==> src/rtl/ash_pkg.sv <==
package ash_pkg;
  typedef enum logic [1:0] {
    SH_NONE  = 2'd0,
    SH_LEFT  = 2'd1,
    SH_RIGHT = 2'd2
  } sh_dir_e;
endpackage

==> src/rtl/ash_count_dec.sv <==
module ash_count_dec
  import ash_pkg::*;
#(
  parameter int CW = 6
) (
  input  logic [CW-1:0] count_i,
  output sh_dir_e       dir_o,
  output logic [CW-1:0] amt_o
);
  // msb set: right shift by the magnitude of the negative count
  always_comb begin
    if (count_i == '0) begin
      dir_o = SH_NONE;
      amt_o = '0;
    end else if (count_i[CW-1]) begin
      dir_o = SH_RIGHT;
      amt_o = CW'(0) - count_i;
    end else begin
      dir_o = SH_LEFT;
      amt_o = count_i;
    end
  end
endmodule

==> src/rtl/ash_left.sv <==
module ash_left #(
  parameter int W  = 16,
  parameter int CW = 6,
  localparam int DW = 2 * W,
  localparam int XW = 2 * DW
) (
  input  logic [DW-1:0] op_i,
  input  logic [CW-1:0] amt_i,
  input  logic          wide_i,
  output logic [DW-1:0] res_o,
  output logic          c_o,
  output logic          v_o
);
  logic [XW-1:0] ext;
  logic          sign;
  int            spos;

  assign ext  = {{DW{1'b0}}, op_i} << amt_i;
  assign sign = wide_i ? op_i[DW-1] : op_i[W-1];
  assign spos = wide_i ? DW - 1 : W - 1;

  assign res_o = wide_i ? ext[DW-1:0] : {{(DW-W){1'b0}}, ext[W-1:0]};
  assign c_o   = wide_i ? ext[DW] : ext[W];

  // every bit from the sign slot up to sign+amt passed through the sign slot
  always_comb begin
    v_o = 1'b0;
    for (int i = 0; i < XW; i++) begin
      if (i >= spos && i <= spos + int'(amt_i) && ext[i] != sign) v_o = 1'b1;
    end
  end
endmodule

==> src/rtl/ash_right.sv <==
module ash_right #(
  parameter int W  = 16,
  parameter int CW = 6,
  localparam int DW = 2 * W
) (
  input  logic [DW-1:0] op_i,
  input  logic [CW-1:0] amt_i,
  input  logic          wide_i,
  output logic [DW-1:0] res_o,
  output logic          c_o
);
  logic signed [DW:0] sext;
  logic        [DW:0] pre;
  logic        [CW-1:0] amt_m1;

  assign sext   = wide_i ? {op_i[DW-1], op_i} : {{(DW+1-W){op_i[W-1]}}, op_i[W-1:0]};
  assign amt_m1 = (amt_i == '0) ? '0 : amt_i - 1'b1;
  // stop one short so bit 0 holds the last bit shifted out
  assign pre    = sext >>> amt_m1;

  assign c_o   = (amt_i == '0) ? 1'b0 : pre[0];
  assign res_o = wide_i ? pre[DW:1] : {{(DW-W){1'b0}}, pre[W:1]};
endmodule

==> src/rtl/ash_unit.sv <==
module ash_unit
  import ash_pkg::*;
#(
  parameter int W  = 16,
  parameter int CW = 6,
  localparam int DW = 2 * W
) (
  input  logic          clk_i,
  input  logic          rst_ni,
  input  logic          valid_i,
  input  logic          size_i,
  input  logic [DW-1:0] operand_i,
  input  logic [CW-1:0] count_i,
  output logic          valid_o,
  output logic [DW-1:0] result_o,
  output logic          flag_n_o,
  output logic          flag_z_o,
  output logic          flag_v_o,
  output logic          flag_c_o
);
  sh_dir_e       dir;
  logic [CW-1:0] amt;
  logic [DW-1:0] op_m, l_res, r_res, res;
  logic          l_c, l_v, r_c, c, v, n, z;

  assign op_m = size_i ? operand_i : {{(DW-W){1'b0}}, operand_i[W-1:0]};

  ash_count_dec #(.CW(CW)) u_dec (.count_i(count_i), .dir_o(dir), .amt_o(amt));

  ash_left #(.W(W), .CW(CW)) u_left (
    .op_i(op_m), .amt_i(amt), .wide_i(size_i),
    .res_o(l_res), .c_o(l_c), .v_o(l_v)
  );

  ash_right #(.W(W), .CW(CW)) u_right (
    .op_i(op_m), .amt_i(amt), .wide_i(size_i),
    .res_o(r_res), .c_o(r_c)
  );

  always_comb begin
    unique case (dir)
      SH_LEFT:  begin res = l_res; c = l_c; v = l_v;  end
      SH_RIGHT: begin res = r_res; c = r_c; v = 1'b0; end
      default:  begin res = op_m;  c = 1'b0; v = 1'b0; end
    endcase
  end

  assign n = size_i ? res[DW-1] : res[W-1];
  assign z = (res == '0);

  always_ff @(posedge clk_i or negedge rst_ni) begin
    if (!rst_ni) begin
      valid_o  <= 1'b0;
      result_o <= '0;
      flag_n_o <= 1'b0;
      flag_z_o <= 1'b0;
      flag_v_o <= 1'b0;
      flag_c_o <= 1'b0;
    end else begin
      valid_o <= valid_i;
      if (valid_i) begin
        result_o <= res;
        flag_n_o <= n;
        flag_z_o <= z;
        flag_v_o <= v;
        flag_c_o <= c;
      end
    end
  end

  assert_valid_pulse_R9: assert property (@(posedge clk_i) disable iff (!rst_ni)
    valid_o == $past(valid_i));

  assert_hold_idle_R9: assert property (@(posedge clk_i) disable iff (!rst_ni)
    !valid_i |=> $stable(result_o));

  assert_right_no_v_R4: assert property (@(posedge clk_i) disable iff (!rst_ni)
    valid_i && count_i[CW-1] |=> !flag_v_o);

  assert_zero_count_R2: assert property (@(posedge clk_i) disable iff (!rst_ni)
    valid_i && count_i == '0 |=> !flag_v_o && !flag_c_o);

  assert_narrow_upper_R8: assert property (@(posedge clk_i) disable iff (!rst_ni)
    valid_i && !size_i |=> result_o[DW-1:W] == '0);
endmodule

==> config.mk <==
export PLATFORM = sky130hd
export DESIGN_NAME = ash_unit
export DESIGN_NICKNAME = d
export VERILOG_FILES = /design/src/rtl/ash_pkg.sv /design/src/rtl/ash_count_dec.sv /design/src/rtl/ash_left.sv /design/src/rtl/ash_right.sv /design/src/rtl/ash_unit.sv
export SDC_FILE = /design/constraint.sdc
export NUM_CORES = 1
export LEC_CHECK = 0
export BUFFER_PORTS_ARGS = -buffer_cell sky130_fd_sc_hd__buf_2
export CAP_MARGIN = 15
export CORE_UTILIZATION = 55
export DETAILED_ROUTE_END_ITERATION = 8
export PLACE_DENSITY = 0.74
export SLEW_MARGIN = 20
export SYNTH_ARGS = -nofsm -noshare
export SYNTH_HDL_FRONTEND = slang
export SYNTH_SLANG_ARGS = --single-unit
==> constraint.sdc <==
create_clock -name clk_i -period 2.25 [get_ports clk_i]
set_input_delay 0.45 -clock clk_i [delete_from_list [all_inputs] [get_ports clk_i]]
set_output_delay 0.45 -clock clk_i [all_outputs]
set_load 0.05 [all_outputs]
==> impl_metrics.json, run 1 <==
{
  "cts-root-buf": "clkbuf_16",
  "io_buffers": 78,
  "status": "aborted with a tool error",
  "ys_seq_area_share_pct": 9.38,
  "die_w_um": 136,
  "synthesis.nets": 1548,
  "htree_levels": 2,
  "ys_dominant_reg_cell": "dfrtp_1",
  "yosys_warnings": 0,
  "grt_pass1_vias": 21700,
  "row_count": 48,
  "cts_buffers": 5,
  "floorplan.initialDensity_pct": 56.6,
  "holdBufCountCts": 0,
  "synth-seq-cells": 37,
  "cts.sinks": 37,
  "yosysTopAreaCell": "dfrtp_1",
  "place_hpwl_um": 45400,
  "die_y_um": 136,
  "tool.error": "[ERROR GRT-0116] Global routing finished with congestion. Check the congestion regions in the DRC Viewer.",
  "netlist.area_leader.share_pct": 9.38,
  "async_flop_share_pct": 100,
  "syn_inst": 1502,
  "synth.cell_area_mm2": 0.00987,
  "avgSynthCellArea_um2": 6.57,
  "synth_edf_count": 0,
  "grt_usage_pct": 96.8,
  "pin_count": 79,
  "grt_max_degree": 51,
  "lastStage": "global routing (5_1_grt)",
  "synth.area.top_cells": "dfrtp_1 (9.4%), mux2i_1 (7.8%), a21oi_1 (7.3%), nand2_1 (7.1%), nor2_1 (5.5%)",
  "cts.path.max_buffers": 2,
  "globalplace.congestion": 1.29,
  "synth_cell_types": 112,
  "grt_pass1_wl_um": 136000,
  "grt_overflow": 1025
}
[metal layers]
layer,GRT overflow,global-route usage [%]
met5,2,63.9
met2,698,117
met4,269,107
met3,28,80.4
met1,28,89.5
[cell usage after synthesis (6+ instances only)]
library cell	count
a2111oi_0	8
a211o_1	7
a211oi_1	37
a21o_1	9
a21oi_1	143
a221oi_1	12
a22o_1	8
a22oi_1	18
a31oi_1	28
a32oi_1	10
and2_1	6
and3_1	13
buf_1	16
buf_2	27
clkbuf_1	90
dfrtp_1	37
inv_1	13
mux2_2	25
mux2i_1	77
nand2_1	187
nand2b_1	36
nand3_1	55
nand4_1	10
nor2_1	145
nor2b_1	8
nor3_1	53
nor4_1	7
o2111ai_1	7
o211ai_1	34
o21a_1	7
o21ai_0	100
o21ai_1	20
o221ai_1	27
o22ai_1	18
o31ai_1	13
o32ai_1	10
or3_1	7
or4_1	8
xnor2_1	14
[stage by stage]
step	setup TNS, ns	setup WS, ns	area [um^2]	std cells
2_1_floorplan	-58.93	-2.73	10400	1502
3_3_place_gp	-59.32	-2.42	14700	2223
4_1_cts	-43.85	-1.93	16200	2282
3_5_place_dp	-63.83	-2.65	14700	2223
[repair_timing]
action | in CTS
buffers inserted | 51
endpoints found under the setup margin | 36
gates resized for setup | 195
pin swaps | 82
gates cloned | 2
[cells by family after synthesis]
| family | Yosys count | synth area share (%) |
|---|---|---|
| adder cells (fa/ha/maj) | 4 | 0.507 |
| AO/OA/AOI/OAI | 602 | 42.0 |
| buffers and inverters | 162 | 7.09 |
| AND/OR/NAND/NOR | 573 | 28.0 |
| flip-flops | 37 | 9.38 |
| XOR/XNOR | 18 | 1.67 |
| multiplexers | 106 | 11.3 |
==> inputs of run 2 (changes only) <==
--- a/config.mk
+++ b/config.mk
@@ -7,9 +7,9 @@
 export LEC_CHECK = 0
 export BUFFER_PORTS_ARGS = -buffer_cell sky130_fd_sc_hd__buf_2
 export CAP_MARGIN = 15
-export CORE_UTILIZATION = 55
+export CORE_UTILIZATION = 40
 export DETAILED_ROUTE_END_ITERATION = 8
-export PLACE_DENSITY = 0.74
+export PLACE_DENSITY_LB_ADDON = 0.15
 export SLEW_MARGIN = 20
 export SYNTH_ARGS = -nofsm -noshare
 export SYNTH_HDL_FRONTEND = slang
==> impl_metrics.json, run 2 <==
{
  "clock_latency_ns": 0.28,
  "cts.sinks": 37,
  "max_slew_margin_pct": 34.8,
  "tns_ns": -50.70,
  "netlist.area_leader.share_pct": 9.38,
  "worstMarginPinSlew_ns": 0.970,
  "synth_edf_count": 0,
  "fillers": 1906,
  "clock_skew_ns": 0,
  "yosysTopAreaCell": "dfrtp_1",
  "final_common_cell": "buf_4",
  "synth.area.top_cells": "dfrtp_1 (9.4%), mux2i_1 (7.8%), a21oi_1 (7.3%), nand2_1 (7.1%), nor2_1 (5.5%)",
  "cts_buffers": 5,
  "slew_violations": 0,
  "ys_seq_area_share_pct": 9.38,
  "rsz0062_at_grt": "yes",
  "regMostFlops": "result_o",
  "nets": 2178,
  "vias_per_cell": 6.85,
  "grt_usage_pct": 50.2,
  "synth-seq-cells": 37,
  "pin_count": 79,
  "synth.most_common_cell": "nand2_1",
  "grt_overflow": 0,
  "fmaxAchievable_mhz": 227,
  "yosys_warnings": 0,
  "period_share_pct": 196,
  "post_drt_wl_per_cell_um": 27.9,
  "fp.coreArea_mm2": 0.0242,
  "syn_to_final_growth_pct": 81.1,
  "place_hpwl_um": 51300,
  "final_cell_mix": "buf_4 (599), nand2_1 (173), nor2_1 (124), a21oi_1 (108), buf_2 (76)",
  "ys_top_cells_by_count": "nand2_1 (187), nor2_1 (145), a21oi_1 (143)",
  "htree_levels": 2,
  "ir_worst_vdd_uv": 760,
  "synth_cell_types": 112,
  "die_area_mm2": 0.0253,
  "holdBufCountCts": 0,
  "postRouteAntennaNets": 0,
  "power.leakage_nw": 7.82,
  "start_kind": "input pin",
  "die_y_um": 159,
  "cp_top_family": "compound AO/OA/AOI/OAI gates",
  "drtIter0Drc": 2707,
  "largest_reg_flops": 32,
  "path_cells": "buf_8 -> inv_6 -> ha_4 -> or4b_4 -> a22o_4 -> ha_4 -> buf_12 -> a21oi_4 -> a21oi_4 -> buf_6 -> a221oi_2 -> buf_4 -> buf_6 -> a211oi_2 -> o311ai_2 -> o21ai_2 -> nor4b_4 -> nand4_1 -> or4_4 -> o41ai_2",
  "wl_um": 68500,
  "avgSynthCellArea_um2": 6.57,
  "async_flop_share_pct": 100,
  "hold_class": "input pin to asynchronous set/reset pin",
  "grt_max_degree": 51,
  "grt_pass1_vias": 15900,
  "row_count": 57,
  "cts-root-buf": "clkbuf_16",
  "vias": 16800,
  "floorplan.initialDensity_pct": 40.7,
  "p_total_mw": 9.71,
  "dr.pass1.iters": 7,
  "drcViolationCount": 0,
  "crit_fanout": 6,
  "drv_cap": 0,
  "die_w_um": 159,
  "cts_tree": "yes",
  "globalplace.congestion": 1.22,
  "hold_violations": 0,
  "layout-drive-gt1-share_pct": 51.1,
  "status": "complete, but fails checks",
  "cts.path.max_buffers": 2,
  "required_ns": 2.42,
  "critPathBufInv": 6,
  "io_buffers": 78,
  "grt_pass1_wl_um": 96800,
  "ys_dominant_reg_cell": "dfrtp_1",
  "fin_crit_ns": 4.41,
  "slowest_delay_ns": 0.48,
  "crit_arrival_ns": 4.58,
  "path_class": "input pin to register",
  "power_density_mw_per_mm2": 544,
  "setup_viol": 36,
  "pre_cts_ws_ns": -2.55,
  "antenna_found_initial": 0,
  "fin_hold_ws_ns": 0.264,
  "path_clk_slew_ns": 0.06,
  "fin_ws_ns": -2.16,
  "violations": "negative setup slack",
  "synthesis.nets": 1548,
  "cpMaxStageDelayCell": "or4b_4",
  "endpoint_kind": "register",
  "synth.cell_area_mm2": 0.00987,
  "syn_inst": 1502
}
[run 2: routing by layer]
layer	wire (um)	vias up	track usage, %
met5	0	-	0
met3	9460	449	14.6
met4	6320	0	37.3
met1	23900	7851	59.4
li1	-	7046	-
met2	28800	1486	77.2
[run 2: cells by family after synthesis]
| logic type | after synthesis | share of synthesized area (%) |
|---|---|---|
| multiplexers | 106 | 11.3 |
| XOR/XNOR | 18 | 1.67 |
| AND/OR/NAND/NOR | 573 | 28.0 |
| AO/OA/AOI/OAI | 602 | 42.0 |
| flip-flops | 37 | 9.38 |
| buffers and inverters | 162 | 7.09 |
| adder cells (fa/ha/maj) | 4 | 0.507 |
[run 2: final cells by class]
cell class / instances / area (um^2) / share of cell area, %
multi-input combinational: 1303 / 10100 / 56.8
timing repair buffer: 766 / 6100 / 34.2
inverter: 19 / 109 / 0.609
clock buffer: 6 / 139 / 0.778
tap: 324 / 405 / 2.27
antenna: 1 / 2.50 / 0.0140
clock inverter: 2 / 37.5 / 0.210
sequential: 37 / 926 / 5.18
[run 2: worst register-to-register path, cell delays in order (launching register included)]
cell	delay (ns)
dfrtp_1	0.37
nor2b_1	0.13
a31o_2	0.23
[run 2: worst paths after layout]
path	end	slack, ns	start	cells past startpoint
max in group asynchronous	result_o[17]	1.47	rst_ni	1
worst min register to register	result_o[30]	0.51	result_o[30]	1
worst min-delay path	flag_n_o	0.26	rst_ni	1
worst max-delay path	flag_z_o	-2.16	count_i[1]	20
worst max register to register	result_o[27]	1.41	result_o[27]	2
min in group clk_i	result_o[30]	0.51	result_o[30]	1
[run 2: stage by stage]
stage | std cells | util [%] | cell area, um^2
final | 2458 | 73.7 | 17900
after global routing | 2457 | 73.7 | 17900
after CTS | 2431 | 68.9 | 16700
after detailed placement | 2376 | 62.7 | 15200
after global placement | 2376 | 62.7 | 15200
after floorplan | 1502 | - | 10400
[run 2: power breakdown]
group | total (mW) | switching (mW) | internal [mW]
Combinational | 8.04 | 4.52 | 3.52
Sequential | 0.843 | 0.0648 | 0.779
Clock | 0.827 | 0.274 | 0.553
Total | 9.71 | 4.86 | 4.86
[run 2: timing repair]
action                     CTS  global route
resized for setup          210           212
pin swaps                   61           100
gates cloned                 1             0
setup endpoints to repair   36            36
buffers inserted            46            54
(Power assumes the default switching activity.)
